==> config.mk <==
export PLATFORM = sky130hd
export DESIGN_NAME = dual_accum_addsub
export DESIGN_NICKNAME = d
export VERILOG_FILES = /design/src/rtl/dacc_pkg.sv /design/src/rtl/dacc_operand_mux.sv /design/src/rtl/dacc_acc_reg.sv /design/src/rtl/dacc_half.sv /design/src/rtl/dual_accum_addsub.sv
export SDC_FILE = /design/constraint.sdc
export NUM_CORES = 1
export LEC_CHECK = 0
export ABC_AREA = 1
export BUFFER_PORTS_ARGS = -buffer_cell sky130_fd_sc_hd__buf_2
export CAP_MARGIN = 20
export CORE_MARGIN = 2
export CORE_UTILIZATION = 48
export CTS_CLUSTER_SIZE = 16
export DETAILED_ROUTE_END_ITERATION = 8
export PLACE_DENSITY = 0.79
export SLEW_MARGIN = 20
export SYNTH_ARGS = -nofsm -noshare
export SYNTH_HDL_FRONTEND = slang
export SYNTH_SLANG_ARGS = --single-unit
==> constraint.sdc <==
create_clock -name clk_i -period 5.11 [get_ports clk_i]
set_input_delay 0.7665 -clock clk_i [delete_from_list [all_inputs] [get_ports clk_i]]
set_output_delay 0.7665 -clock clk_i [all_outputs]
set_load 0.02 [all_outputs]
==> src/rtl/dacc_pkg.sv <==
package dacc_pkg;
  typedef enum logic [1:0] {SRC_RAW = 2'd0, SRC_P8 = 2'd1, SRC_P16 = 2'd2, SRC_EXT = 2'd3} src_sel_e;
  typedef enum logic [1:0] {CI_ZERO = 2'd0, CI_ONE = 2'd1, CI_ACC = 2'd2, CI_CO = 2'd3} ci_sel_e;
  typedef enum logic [1:0] {OUT_SUM = 2'd0, OUT_REG = 2'd1, OUT_P8 = 2'd2, OUT_P16 = 2'd3} out_sel_e;
endpackage

==> src/rtl/dacc_operand_mux.sv <==
module dacc_operand_mux
  import dacc_pkg::*;
#(
  parameter int W = 16
) (
  input  logic [W-1:0] raw_i,
  input  logic [W-1:0] p8_i,
  input  logic [W-1:0] p16_i,
  input  logic [W-1:0] ext_i,
  input  logic [1:0]   x_sel_i,
  input  logic [W-1:0] pre_i,
  input  logic [W-1:0] acc_i,
  input  logic         w_sel_i,
  input  logic [1:0]   ci_sel_i,
  input  logic         casc_acc_ci_i,
  input  logic         casc_ci_i,
  output logic [W-1:0] x_o,
  output logic [W-1:0] w_o,
  output logic         cin_o
);
  always_comb begin
    unique case (src_sel_e'(x_sel_i))
      SRC_RAW: x_o = raw_i;
      SRC_P8:  x_o = p8_i;
      SRC_P16: x_o = p16_i;
      default: x_o = ext_i;
    endcase
  end

  assign w_o = w_sel_i ? pre_i : acc_i;

  always_comb begin
    unique case (ci_sel_e'(ci_sel_i))
      CI_ZERO: cin_o = 1'b0;
      CI_ONE:  cin_o = 1'b1;
      CI_ACC:  cin_o = casc_acc_ci_i;
      default: cin_o = casc_ci_i;
    endcase
  end
endmodule

==> src/rtl/dacc_acc_reg.sv <==
module dacc_acc_reg #(
  parameter int W = 16
) (
  input  logic         clk_i,
  input  logic         rst_ni,
  input  logic         ce_i,
  input  logic         clr_i,
  input  logic         load_i,
  input  logic         hold_i,
  input  logic [W-1:0] pre_i,
  input  logic [W-1:0] sum_i,
  input  logic         co_i,
  output logic [W-1:0] acc_o,
  output logic         acc_co_o
);
  // priority: clear > load > hold, all gated by ce
  always_ff @(posedge clk_i or negedge rst_ni) begin
    if (!rst_ni) begin
      acc_o    <= '0;
      acc_co_o <= 1'b0;
    end else if (ce_i) begin
      if (clr_i) begin
        acc_o    <= '0;
        acc_co_o <= 1'b0;
      end else if (load_i) begin
        acc_o    <= pre_i;
        acc_co_o <= 1'b0;
      end else if (!hold_i) begin
        acc_o    <= sum_i;
        acc_co_o <= co_i;
      end
    end
  end
endmodule

==> src/rtl/dacc_half.sv <==
module dacc_half
  import dacc_pkg::*;
#(
  parameter int W = 16
) (
  input  logic         clk_i,
  input  logic         rst_ni,
  input  logic         ce_i,
  input  logic [W-1:0] raw_i,
  input  logic [W-1:0] p8_i,
  input  logic [W-1:0] p16_i,
  input  logic [W-1:0] ext_i,
  input  logic [W-1:0] pre_i,
  input  logic [1:0]   x_sel_i,
  input  logic         w_sel_i,
  input  logic [1:0]   ci_sel_i,
  input  logic [1:0]   out_sel_i,
  input  logic         casc_acc_ci_i,
  input  logic         casc_ci_i,
  input  logic         sub_i,
  input  logic         load_i,
  input  logic         hold_i,
  input  logic         clr_i,
  output logic [W-1:0] x_o,
  output logic         co_o,
  output logic [W-1:0] acc_o,
  output logic         acc_co_o,
  output logic [W-1:0] out_o
);
  logic [W-1:0] w_op, x_eff;
  logic         cin;
  logic [W:0]   sum_full;

  dacc_operand_mux #(.W(W)) u_mux (
    .raw_i(raw_i), .p8_i(p8_i), .p16_i(p16_i), .ext_i(ext_i), .x_sel_i(x_sel_i),
    .pre_i(pre_i), .acc_i(acc_o), .w_sel_i(w_sel_i),
    .ci_sel_i(ci_sel_i), .casc_acc_ci_i(casc_acc_ci_i), .casc_ci_i(casc_ci_i),
    .x_o(x_o), .w_o(w_op), .cin_o(cin)
  );

  assign x_eff    = sub_i ? ~x_o : x_o;
  assign sum_full = {1'b0, w_op} + {1'b0, x_eff} + {{W{1'b0}}, cin};
  assign co_o     = sum_full[W];

  dacc_acc_reg #(.W(W)) u_acc (
    .clk_i(clk_i), .rst_ni(rst_ni), .ce_i(ce_i), .clr_i(clr_i), .load_i(load_i),
    .hold_i(hold_i), .pre_i(pre_i), .sum_i(sum_full[W-1:0]), .co_i(sum_full[W]),
    .acc_o(acc_o), .acc_co_o(acc_co_o)
  );

  always_comb begin
    unique case (out_sel_e'(out_sel_i))
      OUT_SUM: out_o = sum_full[W-1:0];
      OUT_REG: out_o = acc_o;
      OUT_P8:  out_o = p8_i;
      default: out_o = p16_i;
    endcase
  end
endmodule

==> src/rtl/dual_accum_addsub.sv <==
module dual_accum_addsub #(
  parameter int W = 16,
  localparam int RW = 2 * W
) (
  input  logic          clk_i,
  input  logic          rst_ni,
  input  logic          ce_i,
  input  logic [W-1:0]  a_i,
  input  logic [W-1:0]  b_i,
  input  logic [W-1:0]  c_i,
  input  logic [W-1:0]  d_i,
  input  logic [W-1:0]  prod8_top_i,
  input  logic [W-1:0]  prod8_bot_i,
  input  logic [RW-1:0] prod16_i,
  input  logic [1:0]    top_x_sel_i,
  input  logic [1:0]    bot_z_sel_i,
  input  logic          top_w_sel_i,
  input  logic          bot_y_sel_i,
  input  logic [1:0]    top_ci_sel_i,
  input  logic [1:0]    bot_ci_sel_i,
  input  logic [1:0]    top_out_sel_i,
  input  logic [1:0]    bot_out_sel_i,
  input  logic          top_sub_i,
  input  logic          bot_sub_i,
  input  logic          top_load_i,
  input  logic          bot_load_i,
  input  logic          top_hold_i,
  input  logic          bot_hold_i,
  input  logic          top_clr_i,
  input  logic          bot_clr_i,
  input  logic          casc_acc_ci_i,
  input  logic          casc_ci_i,
  input  logic          casc_sext_i,
  output logic [RW-1:0] result_o,
  output logic          co_o,
  output logic          acc_co_o,
  output logic          sext_o
);
  logic [W-1:0] bot_x, top_x, bot_acc, top_acc, bot_out, top_out;
  logic         bot_co, bot_acc_co;

  dacc_half #(.W(W)) u_bot (
    .clk_i(clk_i), .rst_ni(rst_ni), .ce_i(ce_i),
    .raw_i(b_i), .p8_i(prod8_bot_i), .p16_i(prod16_i[W-1:0]), .ext_i({W{casc_sext_i}}),
    .pre_i(d_i), .x_sel_i(bot_z_sel_i), .w_sel_i(bot_y_sel_i), .ci_sel_i(bot_ci_sel_i),
    .out_sel_i(bot_out_sel_i), .casc_acc_ci_i(casc_acc_ci_i), .casc_ci_i(casc_ci_i),
    .sub_i(bot_sub_i), .load_i(bot_load_i), .hold_i(bot_hold_i), .clr_i(bot_clr_i),
    .x_o(bot_x), .co_o(bot_co), .acc_o(bot_acc), .acc_co_o(bot_acc_co), .out_o(bot_out)
  );

  // top half cascades from bottom: sign of Z and both bottom carries
  dacc_half #(.W(W)) u_top (
    .clk_i(clk_i), .rst_ni(rst_ni), .ce_i(ce_i),
    .raw_i(a_i), .p8_i(prod8_top_i), .p16_i(prod16_i[RW-1:W]), .ext_i({W{bot_x[W-1]}}),
    .pre_i(c_i), .x_sel_i(top_x_sel_i), .w_sel_i(top_w_sel_i), .ci_sel_i(top_ci_sel_i),
    .out_sel_i(top_out_sel_i), .casc_acc_ci_i(bot_acc_co), .casc_ci_i(bot_co),
    .sub_i(top_sub_i), .load_i(top_load_i), .hold_i(top_hold_i), .clr_i(top_clr_i),
    .x_o(top_x), .co_o(co_o), .acc_o(top_acc), .acc_co_o(acc_co_o), .out_o(top_out)
  );

  assign result_o = {top_out, bot_out};
  assign sext_o   = top_x[W-1];
endmodule

; ---- Word level (Yosys, flattened, before mapping)
; Index checks and enable logic that the tools add are counted.
[word_totals]
regBits = 34
out_inout_bits = 35
word_cells = 54
[classes]
add_sub_neg = 4
n_eq_ne = 14
mux = 22
bitwise = 2
n_reduce_logical = 8
[op_table]
columns = operator, count
row1 = $pmux W16 S3, 4
row2 = $mux W16, 10
row3 = $add A16 B16 Y17, 2
row4 = $add A17 B1 Y17, 2
row5 = $not A16 Y16, 2
row6 = $eq A2 B1 Y1 const B, 6
row7 = $eq A2 B2 Y1 const B, 6
row8 = $logic_not A2 Y1, 6
row9 = $mux W1, 6
row10 = $ne A3 B2 Y1 const B, 2
row11 = $pmux W1 S3, 2
row12 = $reduce_and A2 Y1, 2

; ---- Logic depth before layout (Yosys ltp)
[logic_depth]
ltp_word = 11
ltp_mapped = 30
mapped_depth_nobuf = 29

; ---- Hierarchy
; A second synthesis with hierarchy kept.
[hier_totals]
cells_unflattened = 1234
area_unflattened_um2 = 6886.6
[modules_own_cells]
columns = mod, instances, cells_each, area_each_um2, seq_area_each_um2
row1 = dacc_acc_reg, 2, 177, 1108.6, 425.4
row2 = dacc_half at u_bot, 1, 291, 1576.5, 0.0
row3 = dacc_half at u_top, 1, 291, 1574.0, 0.0
row4 = dacc_operand_mux, 2, 149, 759.5, 0.0

; ---- Least setup slack after synthesis
; Ideal clock, no wire load.
[synth_timing]
kind = input to output
from = in bot_z_sel_i[1]
to = out result_o[24]
t_arrival_ps = 4312
t_required_ps = 4344
setup_slack_ps = 31
path_stages = 27
cell_sequence = buf_6 nor2_8 clkbuf_1 nand2_1 nand3_1 nand2_1 xor2_1 ha_1 nand2_1 nor2_1 nand2_1 nand2_1 nand2_1 nand2_1 nand2_1 nand2_1 o21bai_1 fa_1 fa_1 inv_1 nand3_1 nand2_1 nand2_1 nand3_1 xor2_1 nand2_1 nand3b_1
[synth_between]
elab_chain_len = 9
word_cells_on_any_way = 15
classes_between = add/sub (4) / eq/ne (2) / mux (6) / bitwise (2) / reduce/logical (1)
[synth_rtl]
columns = item, line
row1 = from (decl), dual_accum_addsub.sv:16  ; input logic [1:0] bot_z_sel_i,
row2 = "$eq A2 B2 Y1, or another cell as far along", dacc_operand_mux.sv:22  ; unique case (src_sel_e'(x_sel_i))
row3 = $pmux W16 S3 (*), dacc_operand_mux.sv:22
row4 = $not A16 Y16, dacc_half.sv:41  ; assign x_eff = sub_i ? ~x_o : x_o;
row5 = $mux W16, dacc_half.sv:41
row6 = $add A16 B16 Y17, dacc_half.sv:42  ; assign sum_full = {1'b0, w_op} + {1'b0, x_eff} + {{W{1'b0}}, cin};
row7 = $add A17 B1 Y17, dacc_half.sv:42
row8 = $pmux W1 S3, dacc_operand_mux.sv:33  ; unique case (ci_sel_e'(ci_sel_i))
row9 = $add A17 B1 Y17 (*), dacc_half.sv:42
row10 = $pmux W16 S3 (*), dacc_half.sv:52  ; unique case (out_sel_e'(out_sel_i))
row11 = to (decl), dual_accum_addsub.sv:34  ; output logic [RW-1:0] result_o,
; Mark *: on every way between the ends. The rest lies on a longest branch, timed or not.

; ---- Worst setup path in the final report
[layout_timing]
from = in bot_z_sel_i[0]
to = out result_o[20]
; The elaborated chain is that of the path after synthesis.

==> results.py <==
metrics = {
    "die": {
        "io_pins": 191,
        "num_rows": 40,
        "core_sq_mm": 0.0121,
        "start_util": 0.496,
        "die_y_microns": 116,
        "die_w_microns": 116,
        "die-area_sq_mm": 0.0134,
    },
    "worst_setup_path": {
        "crit_type": "in -> out",
        "max_stage_delay_ns": 0.41,
        "cp_num_buf_inv": 6,
        "start_kind": "input port",
        "cp_slowest_cell": "fa_2",
        "worstPathRequired_ns": 4.34,
        "crit_fanout": 8,
        "arrival_ns": 4.32,
        "cp_common_cell": "nand2_2",
        "cpLargestDelayFamily": "adder cells",
        "endpoint_kind": "output pin",
    },
    "timing": {
        "skew_ns": 0.0100,
        "setup_viol": 0,
        "maxSlewViolCount": 0,
        "hold_viol_final": 0,
        "rsz0062_at_grt": "true",
        "tns_ns": 0,
        "min_period_ns": 5.09,
        "slew_headroom": 0.390,
        "fmax_mhz": 197,
        "fin_crit_sh": 0.996,
        "setup_slack_ns": 0.0220,
        "worstMarginPinSlew_ns": 0.915,
    },
    "yosys": {
        "synthCells": 1114,
        "yosysWarnings": 0,
        "synth_area_per_cell_sq_um": 5.40,
        "syn_area_sq_mm": 0.00601,
        "synth.distinct_cells": 41,
        "yosysSeqAreaShare": 0.142,
        "synth_seq_cells": 34,
        "synth_edf_count": 0,
        "synth_ff_type": "dfrtp_1",
        "async_flop_share": 1.00,
        "synth_nets": 1304,
    },
    "global_route": {
        "grt_overflow": 0,
        "grt_antenna_before_repair": 0,
        "grt_max_degree": 35,
        "grt.total_usage": 0.298,
        "grt_pass1_vias": 6958,
        "grt_pass1_wl_microns": 32100,
    },
    "finish": {
        "drive_gt1_frac": 0.255,
        "synthToLayoutAreaGrowth_pct": 33.3,
        "fillCellCount": 1154,
        "nNetsFinal": 1524,
        "layout.cells.most_common": "nand2_1",
        "regArea_sq_um": 851,
        "fin_cells": 1503,
        "multi_input_area_sq_mm": 0.00464,
        "diodes": 0,
        "mostFrequentLayoutCells": "nand2_1, buf_2, inv_1, o21ai_0, nand3_1",
    },
    "routing": {
        "routed_wl_microns": 21300,
        "first_pass_iters": 5,
        "wl_per_cell_microns": 14.2,
        "remaining_drc_errors": 0,
        "vias_per_cell": 5.25,
        "drtAntennaViolNets": 0,
        "drtIter0Drc": 541,
        "dr_total_vias": 7890,
    },
    "cts": {
        "cts_buffers": 5,
        "clk_pin_slew_ns": 0.06,
        "clkLatencyLatePin_ns": 0.30,
        "htreeDepth": 2,
        "cts_root_buffer": "clkbuf_16",
        "cts_tree": "built",
        "cts.sinks": 34,
        "postCtsHoldBufs": 0,
        "clock_path_buffers": 2,
    },
    "min_path": {
        "hold_class": "reg -> reg",
    },
    "outcome": {
        "status": "finished, final reports clean",
    },
    "place": {
        "pre_cts_ws_ns": -0.344,
        "hpwl_microns": 16500,
        "gp_congestion": 0.990,
        "place_inst": 1485,
        "place.port_buffers": 190,
    },
    "power_and_ir_drop": {
        "p_leak_nw": 4.58,
        "p_per_area_mw_per_mm2": 263,
        "peakVddDrop_mv": 0.164,
    },
    "job": {
        "drv_cap": 0,
    },
}
==> layer usage <==
layer	vias up	GRT usage	routed length, microns
met5	-	0	0
met2	427	0.514	9920
met1	3492	0.377	8750
li1	3927	-	-
met3	44	0.0533	2150
met4	0	0.0976	489
==> cell type report <==
type / count / share of cell area
repair buffers: 250 / 0.191
well taps: 168 / 0.0262
clock buffers: 8 / 0.0208
flip-flops and latches: 34 / 0.106
inverters: 161 / 0.0761
multi-input cells: 882 / 0.580
==> registers in the layout (all words and copies together), names as in the netlist <==
name,flops
u_bot.u_acc.acc_co_o,1
u_top.u_acc.acc_co_o,1
u_bot.u_acc.acc_o,16
u_top.u_acc.acc_o,16
==> power by group <==
| group | total, W | switching, W | internal [W] |
|---|---|---|---|
| Sequential | 0.000335 | 0.0000223 | 0.000312 |
| Clock | 0.000359 | 0.000137 | 0.000221 |
| Combinational | 0.00141 | 0.000849 | 0.000561 |
==> synthesized netlist by cell type (3+ instances only) <==
library cell / n / area [sq um]
clkinv_1: 3 / 11.3
xor2_1: 40 / 350
nor2_2: 5 / 31.3
nand3_1: 80 / 400
inv_1: 153 / 574
buf_6: 3 / 33.8
o2111ai_1: 12 / 105
clkbuf_1: 23 / 86.3
a21oi_1: 23 / 115
nor2_1: 70 / 263
nand4_1: 3 / 18.8
buf_2: 9 / 45.0
inv_2: 5 / 18.8
o21ai_0: 97 / 485
ha_1: 30 / 375
nand2_1: 464 / 1740
dfrtp_1: 34 / 851
fa_1: 4 / 80.1
xnor2_1: 6 / 52.6
nand3b_1: 7 / 52.6
o211ai_1: 7 / 52.6
a21o_1: 3 / 22.5
o22ai_1: 4 / 25.0
nor3_1: 6 / 30.0
==> metrics by stage <==
step	total power, W	hold WS (ns)	area (sq um)	utilization
after floorplan	0.00116	0.449	6010	-
after global placement	0.00159	0.461	7440	0.614
after detailed placement	0.00160	0.465	7440	0.614
after CTS	0.00197	0.481	7650	0.632
after global routing	0.00227	0.498	8010	0.661
final	0.00210	0.478	8010	0.661
==> logic make-up after synthesis <==
| family | Yosys count | share of synthesized area |
|---|---|---|
| xor gates and xnor gates | 46 | 0.0670 |
| buffers and inverters | 198 | 0.129 |
| AOI/OAI and AO/OA | 157 | 0.150 |
| DFF | 34 | 0.142 |
| adders and majority gates | 34 | 0.0758 |
| and+or+nand+nor | 645 | 0.437 |
==> worst reg2reg max path: stages (launching register included) <==
cell and delay (ns):
dfrtp_1 0.32, inv_1 0.06, o21ai_0 0.21, fa_2 0.28
fa_2 0.22, nand3_2 0.09, nand3_4 0.08, nand2_2 0.06
nand2_2 0.07, nand2_2 0.06, nand2_2 0.09, nand2_2 0.06
nand2_2 0.09, o21bai_4 0.07, fa_2 0.41, fa_2 0.39
buf_4 0.16, nor2_2 0.09, nor2_1 0.06, xor2_1 0.25
buf_4 0.16, nand2_1 0.04, o211ai_1 0.12, o21ai_0 0.12
==> worst paths after layout <==
path	slack [ns]	endpoint	startpoint	cells past startpoint
max	0.02	result_o[20]	bot_z_sel_i[0]	25
min	0.48	u_top.u_acc.acc_o[9]	u_top.u_acc.acc_o[9]	2
max reg2reg	1.44	u_top.u_acc.acc_o[4]	u_bot.u_acc.acc_o[0]	23
min reg2reg	0.48	u_top.u_acc.acc_o[9]	u_top.u_acc.acc_o[9]	2
max in group asynchronous	3.93	u_bot.u_acc.acc_o[12]	rst_ni	1
min in group asynchronous	0.60	u_bot.u_acc.acc_o[10]	rst_ni	1
==> repair_timing <==
| item | 4_1_cts | 5_1_grt |
|---|---|---|
| pin swaps | 3 | 31 |
| setup endpoints to repair | 16 | 16 |
| setup buffers | 0 | 10 |
| gates resized for setup | 13 | 77 |
| hold endpoints to repair | 0 | 0 |
(Power assumes the default switching activity.)
